**src/rtl/eic_pkg.sv**
```systemverilog
package eic_pkg;
  localparam int unsigned DATA_W = 32;
  localparam int unsigned IDX_W  = 3;

  typedef logic [DATA_W-1:0] word_t;

  typedef enum logic [IDX_W-1:0] {
    IDX_IMASK  = 3'd0,
    IDX_EMASK  = 3'd1,
    IDX_RISE   = 3'd2,
    IDX_FALL   = 3'd3,
    IDX_SWSET  = 3'd4,
    IDX_PEND   = 3'd5
  } reg_idx_e;
endpackage

```
**src/rtl/eic_edge_detect.sv**
```systemverilog
module eic_edge_detect #(
  parameter int unsigned NUM_LINES = 32
) (
  input  logic                 clk_i,
  input  logic                 rst_ni,
  input  logic [NUM_LINES-1:0] line_i,
  output logic [NUM_LINES-1:0] rise_o,
  output logic [NUM_LINES-1:0] fall_o
);
  for (genvar g = 0; g < NUM_LINES; g++) begin : g_line
    logic meta_q, sync_q, prev_q;

    always_ff @(posedge clk_i or negedge rst_ni) begin
      if (!rst_ni) begin
        meta_q <= 1'b0;
        sync_q <= 1'b0;
        prev_q <= 1'b0;
      end else begin
        meta_q <= line_i[g];
        sync_q <= meta_q;
        prev_q <= sync_q;
      end
    end

    assign rise_o[g] = sync_q & ~prev_q;
    assign fall_o[g] = ~sync_q & prev_q;
  end

  // a synchronised level cannot toggle twice in back-to-back cycles
  assert_rise_isolated_R3: assert property (@(posedge clk_i) disable iff (!rst_ni)
    (rise_o & $past(rise_o)) == '0);
  assert_fall_isolated_R3: assert property (@(posedge clk_i) disable iff (!rst_ni)
    (fall_o & $past(fall_o)) == '0);
endmodule

```
**src/rtl/eic_regfile.sv**
```systemverilog
module eic_regfile
  import eic_pkg::*;
#(
  parameter int unsigned NUM_LINES = 32
) (
  input  logic                 clk_i,
  input  logic                 rst_ni,
  input  logic                 wr_en_i,
  input  logic [IDX_W-1:0]     idx_i,
  input  logic [NUM_LINES-1:0] wdata_i,
  input  logic [NUM_LINES-1:0] rise_i,
  input  logic [NUM_LINES-1:0] fall_i,
  output logic [NUM_LINES-1:0] imask_o,
  output logic [NUM_LINES-1:0] emask_o,
  output logic [NUM_LINES-1:0] hit_o,
  output logic [NUM_LINES-1:0] pend_o,
  output word_t                rdata_o
);
  logic [NUM_LINES-1:0] imask_q, emask_q, rise_sel_q, fall_sel_q, swset_q, pend_q;
  logic [NUM_LINES-1:0] sw_set, clr_vec, set_vec, pend_d;

  assign hit_o   = (rise_i & rise_sel_q) | (fall_i & fall_sel_q);
  assign sw_set  = (wr_en_i && idx_i == IDX_SWSET) ? wdata_i : '0;
  assign clr_vec = (wr_en_i && idx_i == IDX_PEND)  ? wdata_i : '0;
  assign set_vec = hit_o | sw_set;
  // set dominates clear so an edge during servicing is never lost
  assign pend_d  = (pend_q & ~clr_vec) | set_vec;

  always_ff @(posedge clk_i or negedge rst_ni) begin
    if (!rst_ni) begin
      imask_q    <= '0;
      emask_q    <= '0;
      rise_sel_q <= '0;
      fall_sel_q <= '0;
      swset_q    <= '0;
      pend_q     <= '0;
    end else begin
      if (wr_en_i) begin
        unique case (idx_i)
          IDX_IMASK: imask_q    <= wdata_i;
          IDX_EMASK: emask_q    <= wdata_i;
          IDX_RISE:  rise_sel_q <= wdata_i;
          IDX_FALL:  fall_sel_q <= wdata_i;
          default: ;
        endcase
      end
      pend_q  <= pend_d;
      swset_q <= (swset_q | sw_set) & pend_d;
    end
  end

  always_comb begin
    unique case (idx_i)
      IDX_IMASK: rdata_o = word_t'(imask_q);
      IDX_EMASK: rdata_o = word_t'(emask_q);
      IDX_RISE:  rdata_o = word_t'(rise_sel_q);
      IDX_FALL:  rdata_o = word_t'(fall_sel_q);
      IDX_SWSET: rdata_o = word_t'(swset_q);
      IDX_PEND:  rdata_o = word_t'(pend_q);
      default:   rdata_o = '0;
    endcase
  end

  assign imask_o = imask_q;
  assign emask_o = emask_q;
  assign pend_o  = pend_q;

  assert_edge_latches_R3: assert property (@(posedge clk_i) disable iff (!rst_ni)
    (hit_o != '0) |=> ((pend_q & $past(hit_o)) == $past(hit_o)));
  assert_w1c_clears_R5: assert property (@(posedge clk_i) disable iff (!rst_ni)
    (wr_en_i && idx_i == IDX_PEND) |=> ((pend_q & $past(wdata_i & ~hit_o)) == '0));
  assert_pend_sticky_R5: assert property (@(posedge clk_i) disable iff (!rst_ni)
    !(wr_en_i && idx_i == IDX_PEND) |=> ((pend_q & $past(pend_q)) == $past(pend_q)));
  assert_swset_latches_R7: assert property (@(posedge clk_i) disable iff (!rst_ni)
    (wr_en_i && idx_i == IDX_SWSET) |=> ((pend_q & $past(wdata_i)) == $past(wdata_i)));
endmodule

```
**src/rtl/eic_top.sv**
```systemverilog
module eic_top
  import eic_pkg::*;
#(
  parameter int unsigned NUM_LINES = 32
) (
  input  logic                 clk_i,
  input  logic                 rst_ni,
  input  logic [NUM_LINES-1:0] line_i,
  input  logic                 wr_en_i,
  input  logic [IDX_W-1:0]     idx_i,
  input  logic [DATA_W-1:0]    wdata_i,
  output logic [DATA_W-1:0]    rdata_o,
  output logic                 irq_o,
  output logic                 evt_o
);
  logic [NUM_LINES-1:0] rise, fall, imask, emask, hit, pend;
  logic                 evt_q;

  eic_edge_detect #(.NUM_LINES(NUM_LINES)) u_edge (
    .clk_i  (clk_i),
    .rst_ni (rst_ni),
    .line_i (line_i),
    .rise_o (rise),
    .fall_o (fall)
  );

  eic_regfile #(.NUM_LINES(NUM_LINES)) u_regs (
    .clk_i   (clk_i),
    .rst_ni  (rst_ni),
    .wr_en_i (wr_en_i),
    .idx_i   (idx_i),
    .wdata_i (wdata_i[NUM_LINES-1:0]),
    .rise_i  (rise),
    .fall_i  (fall),
    .imask_o (imask),
    .emask_o (emask),
    .hit_o   (hit),
    .pend_o  (pend),
    .rdata_o (rdata_o)
  );

  always_ff @(posedge clk_i or negedge rst_ni) begin
    if (!rst_ni) evt_q <= 1'b0;
    else         evt_q <= |(hit & emask);
  end

  assign evt_o = evt_q;
  assign irq_o = |(pend & imask);

  assert_irq_off_when_masked_R9: assert property (@(posedge clk_i) disable iff (!rst_ni)
    (imask == '0) |-> !irq_o);
  assert_evt_has_pending_R8: assert property (@(posedge clk_i) disable iff (!rst_ni)
    evt_o |-> (pend != '0));
  assert_unimpl_zero_R2: assert property (@(posedge clk_i) disable iff (!rst_ni)
    (rdata_o >> NUM_LINES) == '0);
endmodule

```
**config.mk**
```make
export PLATFORM = sky130hd
export DESIGN_NAME = eic_top
export DESIGN_NICKNAME = d
export VERILOG_FILES = /design/src/rtl/eic_pkg.sv /design/src/rtl/eic_edge_detect.sv /design/src/rtl/eic_regfile.sv /design/src/rtl/eic_top.sv
export SDC_FILE = /design/constraint.sdc
export NUM_CORES = 1
export LEC_CHECK = 0
export ABC_AREA = 0
export BUFFER_PORTS_ARGS = -buffer_cell sky130_fd_sc_hd__buf_2
export CORE_MARGIN = 5
export CORE_UTILIZATION = 54
export DETAILED_ROUTE_END_ITERATION = 12
export GPL_TIMING_DRIVEN = 0
export PLACE_DENSITY = 0.76
export SYNTH_ARGS = -nofsm -noshare
export SYNTH_HDL_FRONTEND = slang
export SYNTH_SLANG_ARGS = --single-unit
```
**constraint.sdc**
```tcl
create_clock -name clk_i -period 1.6 [get_ports clk_i]
set_input_delay 0.16 -clock clk_i [delete_from_list [all_inputs] [get_ports clk_i]]
set_output_delay 0.16 -clock clk_i [all_outputs]
set_load 0.02 [all_outputs]
```
# After elaboration in Yosys (flattened, before gate mapping)
# Cells that the tools add are included.
dict set report totals {
  inputBits 70
  ff_bits 289
  out_inout_bits 34
}
dict set report classes {
  muxes 3
  eq_ne 5
  bitwise_logic 139
  reduce_logical 9
}
# op n
set ops {}
lappend ops {{32-bit AND} 6}
lappend ops {{32-bit one-hot mux with 6 select lines} 1}
lappend ops {{32-bit OR} 4}
lappend ops {{1-bit AND} 64}
lappend ops {{32-bit two-way mux} 2}
lappend ops {{1-bit inverter} 64}
lappend ops {{32-bit OR reduction} 2}
lappend ops {{32-bit inverter} 1}
lappend ops {{2-bit AND reduction} 4}
lappend ops {{3-bit by 2-bit == test with 1-bit output, second input constant} 2}
lappend ops {{3-bit == test, second input constant} 2}
lappend ops {{3-bit by 1-bit == test with 1-bit output, second input constant} 1}
lappend ops {{3-bit logical NOT} 1}
lappend ops {{1-bit logical AND} 2}

# Depth between registers and ports, before layout
# Gate-level depths: netlist of run 1.
dict set report logic_depth {
  word_depth 7
  ltp_mapped 8
}

# Modules after synthesis
# From an unflattened synthesis of run 1, not the netlist that was laid out.
dict set report hier_totals {
  hier_cells 962
  area_unflattened_um2 12916.1
}
# module instances cells_each area_per_inst_um2
set by_module_without_submodules {}
lappend by_module_without_submodules {eic_regfile 1 759 9613.0}
lappend by_module_without_submodules {eic_edge_detect 1 160 2962.8}
lappend by_module_without_submodules {eic_top 1 43 340.3}

# Worst setup path after synthesis of run 1
# No wires, ideal clock.
dict set report synth_timing {
  path_kind {register -> register}
  start {register u_regs.emask_q[20], in the netlist u_regs.emask_o[20]}
  end {register evt_q, in the netlist evt_o}
  stages_incl_launch_ff 6
  n_path_buf 0
  period_less_slack_ns 1.733
  slack_ns -0.133
  setup_time_ns 0.131
  arrival_time_ns 1.602
  required_ns 1.469
  path_cell_list {dfrtp_1 -> and2_1 -> a2bb2oi_1 -> o2111ai_1 -> or4_1 -> or3_1}
}
dict set report synth_via {
  elab_chain_len 2
}
# item line_no
set synth_lines {}
lappend synth_lines {{from (decl)} eic_regfile.sv:19} ;# logic [NUM_LINES-1:0] imask_q, emask_q, rise_sel_q, fall_sel_q, swset_q, pend_q;
lappend synth_lines {{from (signal assigned)} eic_regfile.sv:41} ;# IDX_EMASK: emask_q <= wdata_i;
lappend synth_lines {{32-bit AND} eic_top.sv:44} ;# else evt_q <= |(hit & emask);
lappend synth_lines {{32-bit OR reduction} eic_top.sv:44}
lappend synth_lines {{to (signal assigned)} eic_top.sv:44}
lappend synth_lines {{to (decl)} eic_top.sv:17} ;# logic evt_q;
# No other way between the ends.
# A chain may end at the register's enable or synchronous reset.

# Final worst setup path of run 1
dict set report layout_timing {
  start {register u_regs.imask_q[24], in the netlist u_regs.imask_o[24]}
  end {output irq_o}
}
dict set report layout_via {
  elab_chain_len 2
}
# item line_no
set layout_lines {}
lappend layout_lines {{from (decl)} eic_regfile.sv:19}
lappend layout_lines {{from (signal assigned)} eic_regfile.sv:40} ;# IDX_IMASK: imask_q <= wdata_i;
lappend layout_lines {{32-bit AND} eic_top.sv:48} ;# assign irq_o = |(pend & imask);
lappend layout_lines {{32-bit OR reduction} eic_top.sv:48}
lappend layout_lines {{to (decl)} eic_top.sv:13} ;# output logic irq_o,
# No other way between the ends.

==> results of run 1 <==
==> cells in the final DEF (no fill, tap or decap), types with 29 or more instances in the layout <==
cell type	synthesis	layout
dfrtp_1	289	285
a22oi_2	0	62
a22oi_1	113	51
nand3b_1	49	49
buf_6	0	29
dlygate4sd3_1	0	65
clkbuf_16	0	32
buf_4	3	39
buf_2	20	94
mux2_2	94	94
nand2_1	94	94
==> flip-flops by register name, indices dropped and copies added, names as in the netlist <==
| register | cells |
|---|---|
| evt_o | 1 |
| u_edge.g_line.meta_q | 32 |
| u_edge.g_line.prev_q | 32 |
| u_edge.g_line.sync_q | 32 |
| u_regs.emask_o | 32 |
| u_regs.fall_sel_q | 32 |
| u_regs.imask_o | 32 |
| u_regs.pend_o | 32 |
| u_regs.rise_sel_q | 32 |
| u_regs.swset_q | 32 |
==> where the power goes <==
group          switching (mW)  internal, mW  leakage, nW  total [mW]
Combinational            1.75          1.81         2.79        3.56
Clock                    2.78          4.25        0.498        7.03
Sequential               1.11          8.48         3.39        9.60
Total                    5.64          14.5         6.68        20.2
==> worst paths after layout <==
kind | endpoint | slack [ns] | cells past startpoint
worst max-delay path | irq_o | -0.94 | 5
worst min-delay path | u_regs.fall_sel_q[0]$_DFFE_PN0P_ | 0.17 | 3
worst max register to register | evt_o$_DFF_PN0_ | -0.39 | 5
worst min register to register | u_edge.g_line[23].sync_q$_DFF_PN0_ | 0.34 | 0
max in group asynchronous | u_regs.pend_o[14]$_DFF_PN0_ | 0.35 | 3
min in group asynchronous | u_edge.g_line[24].meta_q$_DFF_PN0_ | 0.20 | 2
==> per-layer routing <==
layer	share of wire, %	wire (um)
met3	11	4010
met2	46	17000
met1	38	13900
met5	0	0
met4	5.5	2050
==> critical path: stages (launching register included) <==
cell      delay [ns]
dfrtp_1         0.38
a22o_1          0.25
a221oi_2        0.30
nand3_1         0.19
or4_4           0.54
buf_6           0.15
==> through the flow <==
stage,hold WS [ns],instances,util (%),cell area (um2)
finish,0.167,1468,71.3,15500
global placement,0.267,1315,58.5,12700
detailed placement,0.216,1317,58.8,12800
CTS,0.132,1451,69.1,15000
global route,0.182,1468,71.3,15500
floorplan,-0.136,932,-,11900
==> area by class of cell <==
type                            count  area [um2]  area share, %
Multi-Input combinational cell    588        4840           31.2
Inverter                            8        30.0          0.194
Sequential cell                   289        7240           46.7
Timing Repair Buffer              205        1630           10.5
Clock buffer                       46         922           5.95
Buffer                             45         413           2.66
Clock inverter                      7        87.6          0.565
Tap cell                          280         350           2.26
==> timing repair <==
item | 4_1_cts | 5_1_grt
resized for setup | 119 | 96
hold buffers | 65 | 0
pin swaps | 19 | 32
endpoints found under the hold margin | 296 | 0
setup endpoints to repair | 92 | 91
buffers inserted | 17 | 18
==> logic make-up (layout without fill, tap and decap cells) <==
kind of cell,after synthesis,count (layout),synth area share (%)
flip-flops,289,289,61.0
multiplexers,120,120,11.4
AND/OR/NAND/NOR,248,248,11.8
buffers and inverters,55,311,2.05
AO/OA/AOI/OAI,220,220,13.7
==> results.tsv, run 1 <==
stage	metric	value	unit
routing	WL/cell	25.2	um
yosys	Seq cells post-synth	289	
yosys	top-area cell type share of the netlist area	61.0	%
cells_and_area	Nets	1237	
clocking	Worst-Skew Late Latency	0.55	ns
timing	post-route setup TNS	-2.69	ns
timing	min cycle time layout	2.54	ns
worst_setup_path	Reg2Reg Launch Point	u_regs.rise_sel_q[17]$_DFFE_PN0P_	
yosys	count leader, synth	dfrtp_1	
worst_hold_path	hold path start	wr_en_i	
global_routing	GRT Residual Overflow	0	
worst_setup_path	WS Path Type	reg -> out	
yosys	area leader, netlist	dfrtp_1	
yosys	Post-synth EDFFs	0	
global_routing	first-pass GRT wire length	55.4	mm
clocking	CTS Root Buffer Type	clkbuf_16	
clocking	H-tree depth	1	
timing	Slew Limit Fails	0	
global_routing	largest net degree at the start of global routing	122	
placed_design	port bufs	103	
yosys	ranking of synthesized cells by area	dfrtp_1 (61%), mux2_2 (8.9%), a22oi_1 (7.2%)	
worst_hold_path	Hold WC Path Type	in -> reg	
global_routing	M1 GR Usage	39.1	%
power_and_ir_drop	Pwr per Cell Area	1300	mW/mm2
routing	initial DRC count	1111	
floorplanning	Die H	158	um
global_routing	antenna violations before repair	0	
routing	Via density	6.54	
yosys	Post-Syn Nets	1002	
worst_setup_path	worst-path fanout max	2	
yosys	asr flop ratio synth	100	%
status	failing checks	negative setup slack	
yosys	Synth Instances	932	
routing	1st-pass router iterations	9	
yosys	Main synth FF type	dfrtp_1	
clocking	clock transition at the registers of the reported paths	0.06	ns
placed_design	DP Wirelength	23.0	mm
worst_setup_path	Critical Path End Type	output pin	
worst_setup_path	Worst Path Arrival	2.38	ns
floorplanning	io pins	104	
timing	clk_skew	0.00692	ns
routing	routed vias	9596	
power_and_ir_drop	total power	20.2	mW
floorplanning	Starting Density	54.5	%
yosys	Ys Warns	0	
global_routing	met3 usage	6.59	%
placed_design	pre-CTS WS	-0.759	ns
timing	Final Cycle Share	159	%
routing	routed wire length	36.9	mm
yosys	post-synth cell types	36	
timing	Final Setup Violations	31	
yosys	Seq/Total Area, Yosys	61.0	%
floorplanning	CORE AREA	0.0218	mm2
clocking	CTS Buf Count	30	
cells_and_area	ANT cells	0	
timing	max_slew headroom	54.0	%
worst_setup_path	critical path launch point type	flip-flop	
cells_and_area	filler instances	1441	
global_routing	met2 usage	45.8	%
cells_and_area	layout cell share with drive strength beyond 1	35.0	%
status	status	finished, violations left	
global_routing	number of global-route vias before repair	9499	
cells_and_area	area grow syn2layout	30.8	%
routing	drt drc	0	
yosys	cell area after synthesis	0.0119	mm2
global_routing	GRT busiest layer	met2	
placed_design	RD Place Congestion	0.933	
yosys	synth cell count leaders	dfrtp_1 (289), a22oi_1 (113), mux2_2 (94), nand2_1 (94), nand3b_1 (49)	
floorplanning	FP Rows	54	
run	max-cap violations	0	
timing	f_max	393	MHz
floorplanning	die area	0.0250	mm2
timing	RSZ-0062 raised after global routing	true	
routing	Final ANT Viol Nets	0	
power_and_ir_drop	leakage power	6.68	nW
worst_setup_path	Worst EP required	1.44	ns
timing	Worst Slack Setup Final	-0.943	ns
global_routing	Total GRT Usage	29.1	%
timing	worst slew pin tran	0.690	ns
floorplanning	Die W	158	um
clocking	Clock Sinks	289	
clocking	clock tree buffer depth	3	
timing	Final Hold Violating Endpoints	0	
clocking	CTS tree	yes	
worst_setup_path	Critical Path Source	u_regs.imask_o[24]$_DFFE_PN0P_	
yosys	syn avg cell area	12.7	um2
power_and_ir_drop	Worst VDD drop	1.10	mV
Note: power is estimated with default switching activity, not from simulation.
==> run 2, diff against run 1 <==
--- a/config.mk
+++ b/config.mk
@@ -11,6 +11,7 @@
 export CORE_UTILIZATION = 54
 export DETAILED_ROUTE_END_ITERATION = 12
 export GPL_TIMING_DRIVEN = 0
+export MAX_ROUTING_LAYER = met4
 export PLACE_DENSITY = 0.76
 export SYNTH_ARGS = -nofsm -noshare
 export SYNTH_HDL_FRONTEND = slang
==> results.tsv, run 2 (same netlist as run 1, synthesis figures left out) <==
stage	metric	value	unit	change
timing	Final Cycle Share	156	%	was 159%
floorplanning	die area	0.0250	mm2	unchanged
routing	routed vias	9616		was 9596
timing	WHS	0.159	ns	was 0.167 ns
worst_setup_path	Reg2Reg Launch Point	u_edge.g_line[6].sync_q$_DFF_PN0_		was u_regs.rise_sel_q[17]$_DFFE_PN0P_
placed_design	placed cell areas	0.0128	mm2	unchanged
placed_design	DP Wirelength	23.0	mm	unchanged
clocking	CTS Root Buffer Type	clkbuf_16		unchanged
clocking	Clock Sinks	289		unchanged
clocking	clock tree buffer depth	3		unchanged
global_routing	number of global-route vias before repair	9465		was 9499
worst_setup_path	Worst Path Arrival	2.34	ns	was 2.38 ns
routing	WL/cell	25.3	um	was 25.2 um
clocking	Worst-Skew Late Latency	0.56	ns	was 0.55 ns
cells_and_area	area of the multi-input gates	0.00486	mm2	was 0.00484 mm2
power_and_ir_drop	NetSw	5.70	mW	was 5.64 mW
routing	Via density	6.55		was 6.54
routing	met3 wire len	4.13	mm	was 4.01 mm
worst_setup_path	worst-path fanout max	2		unchanged
cells_and_area	commonest non-fill, non-tap cell in the layout	dfrtp_1		unchanged
power_and_ir_drop	clock share of power	34.8	%	about the same
global_routing	GRT Residual Overflow	0		unchanged
global_routing	first-pass GRT wire length	55.4	mm	about the same
global_routing	Total GRT Usage	30.0	%	was 29.1%
worst_setup_path	capture point of the critical path	irq_o		unchanged
routing	Final ANT Viol Nets	0		unchanged
worst_setup_path	critical path's slowest cell	or4_4		unchanged
cells_and_area	filler instances	1442		was 1441
cells_and_area	commonest cells after routing, fill and taps aside	dfrtp_1 (285), nand2_1 (94), mux2_2 (94)		was dfrtp_1 (285), nand2_1 (94), buf_2 (94), mux2_2 (94), dlygate4sd3_1 (65)
cells_and_area	register area	0.00724	mm2	unchanged
clocking	H-tree depth	1		unchanged
routing	routed wire length	37.1	mm	was 36.9 mm
power_and_ir_drop	leakage power	6.68	nW	about the same
cells_and_area	layout cell share with drive strength beyond 1	34.9	%	was 35.0%
worst_setup_path	CP Cell Sequence	a22o_1, a221oi_4, nand3_2, or4_4, buf_6		was a22o_1, a221oi_2, nand3_1, or4_4, buf_6
timing	max_slew headroom	54.4	%	was 54.0%
clocking	CTS Buf Count	30		unchanged
power_and_ir_drop	Pwr per Cell Area	1300	mW/mm2	about the same
clocking	clock transition at the registers of the reported paths	0.06	ns	about the same
cells_and_area	final core occ	71.3	%	about the same
worst_hold_path	Hold WC Path Type	in -> reg		unchanged
placed_design	RD Place Congestion	0.950		was 0.933
global_routing	largest net degree at the start of global routing	122		unchanged
placed_design	Cells after DPL	1317		unchanged
worst_setup_path	Critical Path End Type	output pin		unchanged
worst_setup_path	Critical Path Source	u_regs.imask_o[24]$_DFFE_PN0P_		unchanged
worst_setup_path	Worst EP required	1.44	ns	about the same
routing	Metal-1 WL	13.8	mm	was 13.9 mm
global_routing	antenna violations before repair	0		unchanged
power_and_ir_drop	sw frac	28.1	%	was 28.0%
status	failing checks	negative setup slack		unchanged
timing	Slew Limit Fails	0		unchanged
cells_and_area	Finished Layout Cells	1467		was 1468
floorplanning	FP Rows	54		unchanged
routing	initial DRC count	1198		was 1111
worst_setup_path	WS Path Type	reg -> out		unchanged
cells_and_area	area grow syn2layout	30.9	%	was 30.8%
floorplanning	CORE AREA	0.0218	mm2	unchanged
run	max-cap violations	0		unchanged
timing	RSZ-0062 raised after global routing	true		unchanged
routing	drt drc	0		unchanged
placed_design	pre-CTS WS	-0.759	ns	unchanged
timing	worst slew pin tran	0.684	ns	was 0.690 ns
routing	highest routed layer	met4		unchanged
routing	1st-pass router iterations	5		was 9
timing	min cycle time layout	2.50	ns	was 2.54 ns
placed_design	port bufs	103		unchanged
cells_and_area	Finished Cell Area	0.0155	mm2	about the same
power_and_ir_drop	total power	20.2	mW	about the same
timing	Final Setup Violations	29		was 31
cells_and_area	ANT cells	0		unchanged
floorplanning	Die W	158	um	unchanged
clocking	CTS tree	yes		unchanged
worst_setup_path	critical path launch point type	flip-flop		unchanged
power_and_ir_drop	Worst VDD drop	1.11	mV	was 1.10 mV
worst_setup_path	reg-to-reg endpoint	evt_o$_DFF_PN0_		unchanged
worst_setup_path	r2r setup slk	-0.38	ns	was -0.39 ns
timing	clk_skew	0.00933	ns	was 0.00692 ns
routing	met2 routed WL	17.2	mm	was 17.0 mm
power_and_ir_drop	Logic pwr share	17.7	%	was 17.6%
power_and_ir_drop	Int Pwr	14.5	mW	about the same
timing	f_max	400	MHz	was 393 MHz
floorplanning	Starting Density	54.5	%	unchanged
cells_and_area	Nets	1236		was 1237
floorplanning	Die H	158	um	unchanged
timing	post-route setup TNS	-2.39	ns	was -2.69 ns
floorplanning	io pins	104		unchanged
status	status	finished, violations left		unchanged
worst_setup_path	R2R depth	5		unchanged
worst_setup_path	slowest stage delay, CP	0.53	ns	was 0.54 ns
timing	Final Hold Violating Endpoints	0		unchanged
power_and_ir_drop	sequential share of power	47.5	%	about the same
timing	Worst Slack Setup Final	-0.902	ns	was -0.943 ns
[run 2: what timing repair did]
action,4_1_cts,5_1_grt
hold endpoints to repair,296,0
setup buffers,17,17
hold buffers,65,0
endpoints found under the setup margin,92,91
resized for setup,119,97
pin swaps,19,31
[run 2: worst min path at each step]
| stage | startpoint | to | cells past startpoint |
|---|---|---|---|
| final | wr_en_i | u_regs.fall_sel_q[0]$_DFFE_PN0P_ | 3 |
| after global routing | wr_en_i | u_regs.fall_sel_q[0]$_DFFE_PN0P_ | 3 |
| after CTS | wr_en_i | u_regs.fall_sel_q[0]$_DFFE_PN0P_ | 3 |
| after floorplan | rst_ni | evt_o$_DFF_PN0_ | 0 |
| after detailed placement | rst_ni | u_edge.g_line[24].meta_q$_DFF_PN0_ | 1 |
| after global placement | line_i[29] | u_edge.g_line[29].meta_q$_DFF_PN0_ | 1 |
[run 2: worst max-delay path, delay by kind of cell (launching register included)]
kind	cells	cell delay [ns]
simple gates	2	0.68
compound gates	2	0.56
flops	1	0.40
buf+inv	1	0.15
[run 2: layout make-up]
class                           count  area share (%)
Inverter                            8           0.193
Sequential cell                   289            46.6
Multi-Input combinational cell    588            31.3
Timing Repair Buffer              204            10.5
Tap cell                          280            2.26
Clock inverter                      7           0.564
Clock buffer                       46            5.94
Buffer                             45            2.64
[run 2: power groups by stage]
stage | clock network (mW) | logic, mW | registers [mW]
3_3_place_gp | 0 | 2.70 | 9.49
4_1_cts | 7.11 | 3.22 | 9.46
5_1_grt | 7.46 | 3.82 | 9.71
3_5_place_dp | 0 | 2.81 | 9.53
6_report | 7.05 | 3.58 | 9.61
2_1_floorplan | 0 | 1.86 | 9.21
[run 2: layer usage]
| metal | global-route usage (%) | vias up |
|---|---|---|
| met3 | 6.23 | 174 |
| met4 | 12.5 | 0 |
| li1 | - | 4001 |
| met2 | 46.0 | 671 |
| met1 | 39.4 | 4770 |
| met5 | - | - |
==> run 3, diff against run 2 <==
--- a/config.mk
+++ b/config.mk
@@ -7,12 +7,11 @@
 export LEC_CHECK = 0
 export ABC_AREA = 0
 export BUFFER_PORTS_ARGS = -buffer_cell sky130_fd_sc_hd__buf_2
-export CORE_MARGIN = 5
-export CORE_UTILIZATION = 54
+export CORE_MARGIN = 3
+export CORE_UTILIZATION = 35
 export DETAILED_ROUTE_END_ITERATION = 12
 export GPL_TIMING_DRIVEN = 0
 export MAX_ROUTING_LAYER = met4
-export PLACE_DENSITY = 0.76
 export SYNTH_ARGS = -nofsm -noshare
 export SYNTH_HDL_FRONTEND = slang
 export SYNTH_SLANG_ARGS = --single-unit
==> results.tsv, run 3 (same netlist as run 1, synthesis figures left out) <==
stage	metric	value	unit	change
global_routing	GRT Residual Overflow	0		unchanged
timing	Final Setup Violations	26		was 29
timing	Worst Slack Setup Final	-0.918	ns	was -0.902 ns
routing	1st-pass router iterations	5		unchanged
timing	Slew Limit Fails	0		unchanged
floorplanning	CORE AREA	0.0329	mm2	was 0.0218 mm2
worst_setup_path	R2R depth	5		unchanged
cells_and_area	Nets	1232		was 1236
power_and_ir_drop	Worst VDD drop	0.838	mV	was 1.11 mV
routing	drt drc	0		unchanged
floorplanning	FP Rows	66		was 54
routing	initial DRC count	915		was 1198
timing	clk_skew	0.0159	ns	was 0.00933 ns
timing	RSZ-0062 raised after global routing	true		unchanged
floorplanning	Die H	190	um	was 158 um
cells_and_area	commonest non-fill, non-tap cell in the layout	dfrtp_1		unchanged
floorplanning	Die W	190	um	was 158 um
cells_and_area	area grow syn2layout	32.9	%	was 30.9%
worst_hold_path	Hold WC Path Type	in -> async		was in -> reg
cells_and_area	filler instances	2956		was 1442
clocking	Clock Sinks	289		unchanged
clocking	clock transition at the registers of the reported paths	0.06	ns	about the same
worst_setup_path	WS Path Type	reg -> out		unchanged
placed_design	DP Wirelength	25.2	mm	was 23.0 mm
power_and_ir_drop	Pwr per Cell Area	1300	mW/mm2	about the same
routing	routed vias	9197		was 9616
timing	max_slew headroom	58.2	%	was 54.4%
global_routing	largest net degree at the start of global routing	91		was 122
clocking	CTS tree	yes		unchanged
worst_setup_path	Critical Path End Type	output pin		unchanged
placed_design	pre-CTS WS	-0.782	ns	was -0.759 ns
cells_and_area	layout cell share with drive strength beyond 1	34.5	%	was 34.9%
status	failing checks	negative setup slack		unchanged
timing	min cycle time layout	2.52	ns	was 2.50 ns
run	max-cap violations	0		unchanged
worst_setup_path	r2r setup slk	-0.40	ns	was -0.38 ns
routing	WL/cell	23.5	um	was 25.3 um
placed_design	RD Place Congestion	0.894		was 0.950
power_and_ir_drop	total power	20.4	mW	was 20.2 mW
power_and_ir_drop	leakage power	6.70	nW	was 6.68 nW
floorplanning	Starting Density	36.0	%	was 54.5%
timing	f_max	397	MHz	was 400 MHz
worst_setup_path	Reg2Reg Launch Point	u_regs.emask_o[11]$_DFFE_PN0P_		was u_edge.g_line[6].sync_q$_DFF_PN0_
floorplanning	io pins	104		unchanged
worst_setup_path	worst-path fanout max	2		unchanged
timing	Final Cycle Share	157	%	was 156%
cells_and_area	commonest cells after routing, fill and taps aside	dfrtp_1 (285), nand2_1 (94), mux2_2 (94)		unchanged
worst_setup_path	Worst EP required	1.44	ns	about the same
cells_and_area	Finished Layout Cells	1630		was 1467
timing	worst slew pin tran	0.622	ns	was 0.684 ns
worst_setup_path	reg-to-reg endpoint	evt_o$_DFF_PN0_		unchanged
clocking	CTS Buf Count	31		was 30
cells_and_area	final core occ	47.8	%	was 71.3%
routing	routed wire length	38.3	mm	was 37.1 mm
floorplanning	die area	0.0361	mm2	was 0.0250 mm2
clocking	clock tree buffer depth	3		unchanged
placed_design	port bufs	103		unchanged
clocking	CTS Root Buffer Type	clkbuf_16		unchanged
global_routing	number of global-route vias before repair	9255		was 9465
status	status	finished, violations left		unchanged
global_routing	antenna violations before repair	1		was 0
worst_setup_path	critical path launch point type	flip-flop		unchanged
placed_design	Cells after DPL	1480		was 1317
clocking	Worst-Skew Late Latency	0.57	ns	was 0.56 ns
global_routing	first-pass GRT wire length	57.7	mm	was 55.4 mm
timing	Final Hold Violating Endpoints	0		unchanged
worst_setup_path	Worst Path Arrival	2.36	ns	was 2.34 ns
global_routing	Total GRT Usage	21.6	%	was 30.0%
clocking	H-tree depth	1		unchanged
routing	Final ANT Viol Nets	0		unchanged
routing	Via density	5.64		was 6.55
run 3: changes by cell type in the layout (fill, tap and decap cells not counted), moves of 5 or more:
| cell | previous run | this run |
|---|---|---|
| clkbuf_1 | 9 | 14 |
| buf_8 | 6 | 1 |
| buf_6 | 29 | 34 |
| buf_4 | 38 | 27 |
run 3: worst max-delay path, cell delays in order (launching register included):
cell and delay (ns):
dfrtp_2 0.44, a22o_1 0.27, a221oi_4 0.28, nand3_2 0.12
or4_4 0.53, buf_6 0.15
run 3: how the worst max path moves through the flow:
stage,start,to
after floorplan,u_regs.fall_sel_q[17]$_DFFE_PN0P_,evt_o$_DFF_PN0_
after global routing,u_regs.pend_o[14]$_DFF_PN0_,irq_o
final,u_regs.pend_o[14]$_DFF_PN0_,irq_o
after detailed placement,idx_i[2],rdata_o[28]
after CTS,u_regs.pend_o[24]$_DFF_PN0_,irq_o
after global placement,rst_ni,u_edge.g_line[24].meta_q$_DFF_PN0_
run 3: metrics by stage:
stage | setup TNS (ns) | cell area (um2) | hold slack [ns]
2_1_floorplan | -0.0784 | 11900 | -0.136
3_3_place_gp | -1585.80 | 12900 | 0.268
3_5_place_dp | -104.20 | 13000 | 0.0811
4_1_cts | -3.17 | 15300 | 0.0715
5_1_grt | -3.98 | 15800 | 0.0880
6_report | -2.42 | 15800 | 0.0791
run 3: layout make-up:
type                       instances  area [um2]  area share (%)
antenna                            1        2.50          0.0159
buffer                            46         387            2.45
clock buffer                      48         910            5.77
clock inverter                    10         135           0.858
inverter                           8        30.0           0.191
multi-input combinational        588        4850            30.8
sequential                       289        7240            45.9
tap                              442         553            3.51
timing repair buffer             198        1650            10.5
run 3: routing by layer:
metal  vias to the layer above  global-route usage (%)  share of wire, %
met5                         -                       -                 0
met4                         0                    6.57               3.3
met3                        79                    3.65               7.1
met2                       384                    33.3                46
met1                      4727                    29.4                43
li1                       4007                       -                 -
run 3: timing repair:
action                                  in CTS  in global routing
endpoints found under the setup margin      94                 89
endpoints found under the hold margin      439                  0
setup buffers                               16                 10
pin swaps                                   27                 28
resized for setup                          129                 87
gates cloned                                 0                  1
hold buffers                                65                  0
run 3: where the power goes:
group          switching [mW]  internal [mW]  leakage (nW)
Combinational            1.73           1.81          2.80
Sequential               1.09           8.48          3.39
Clock                    2.94           4.38         0.517
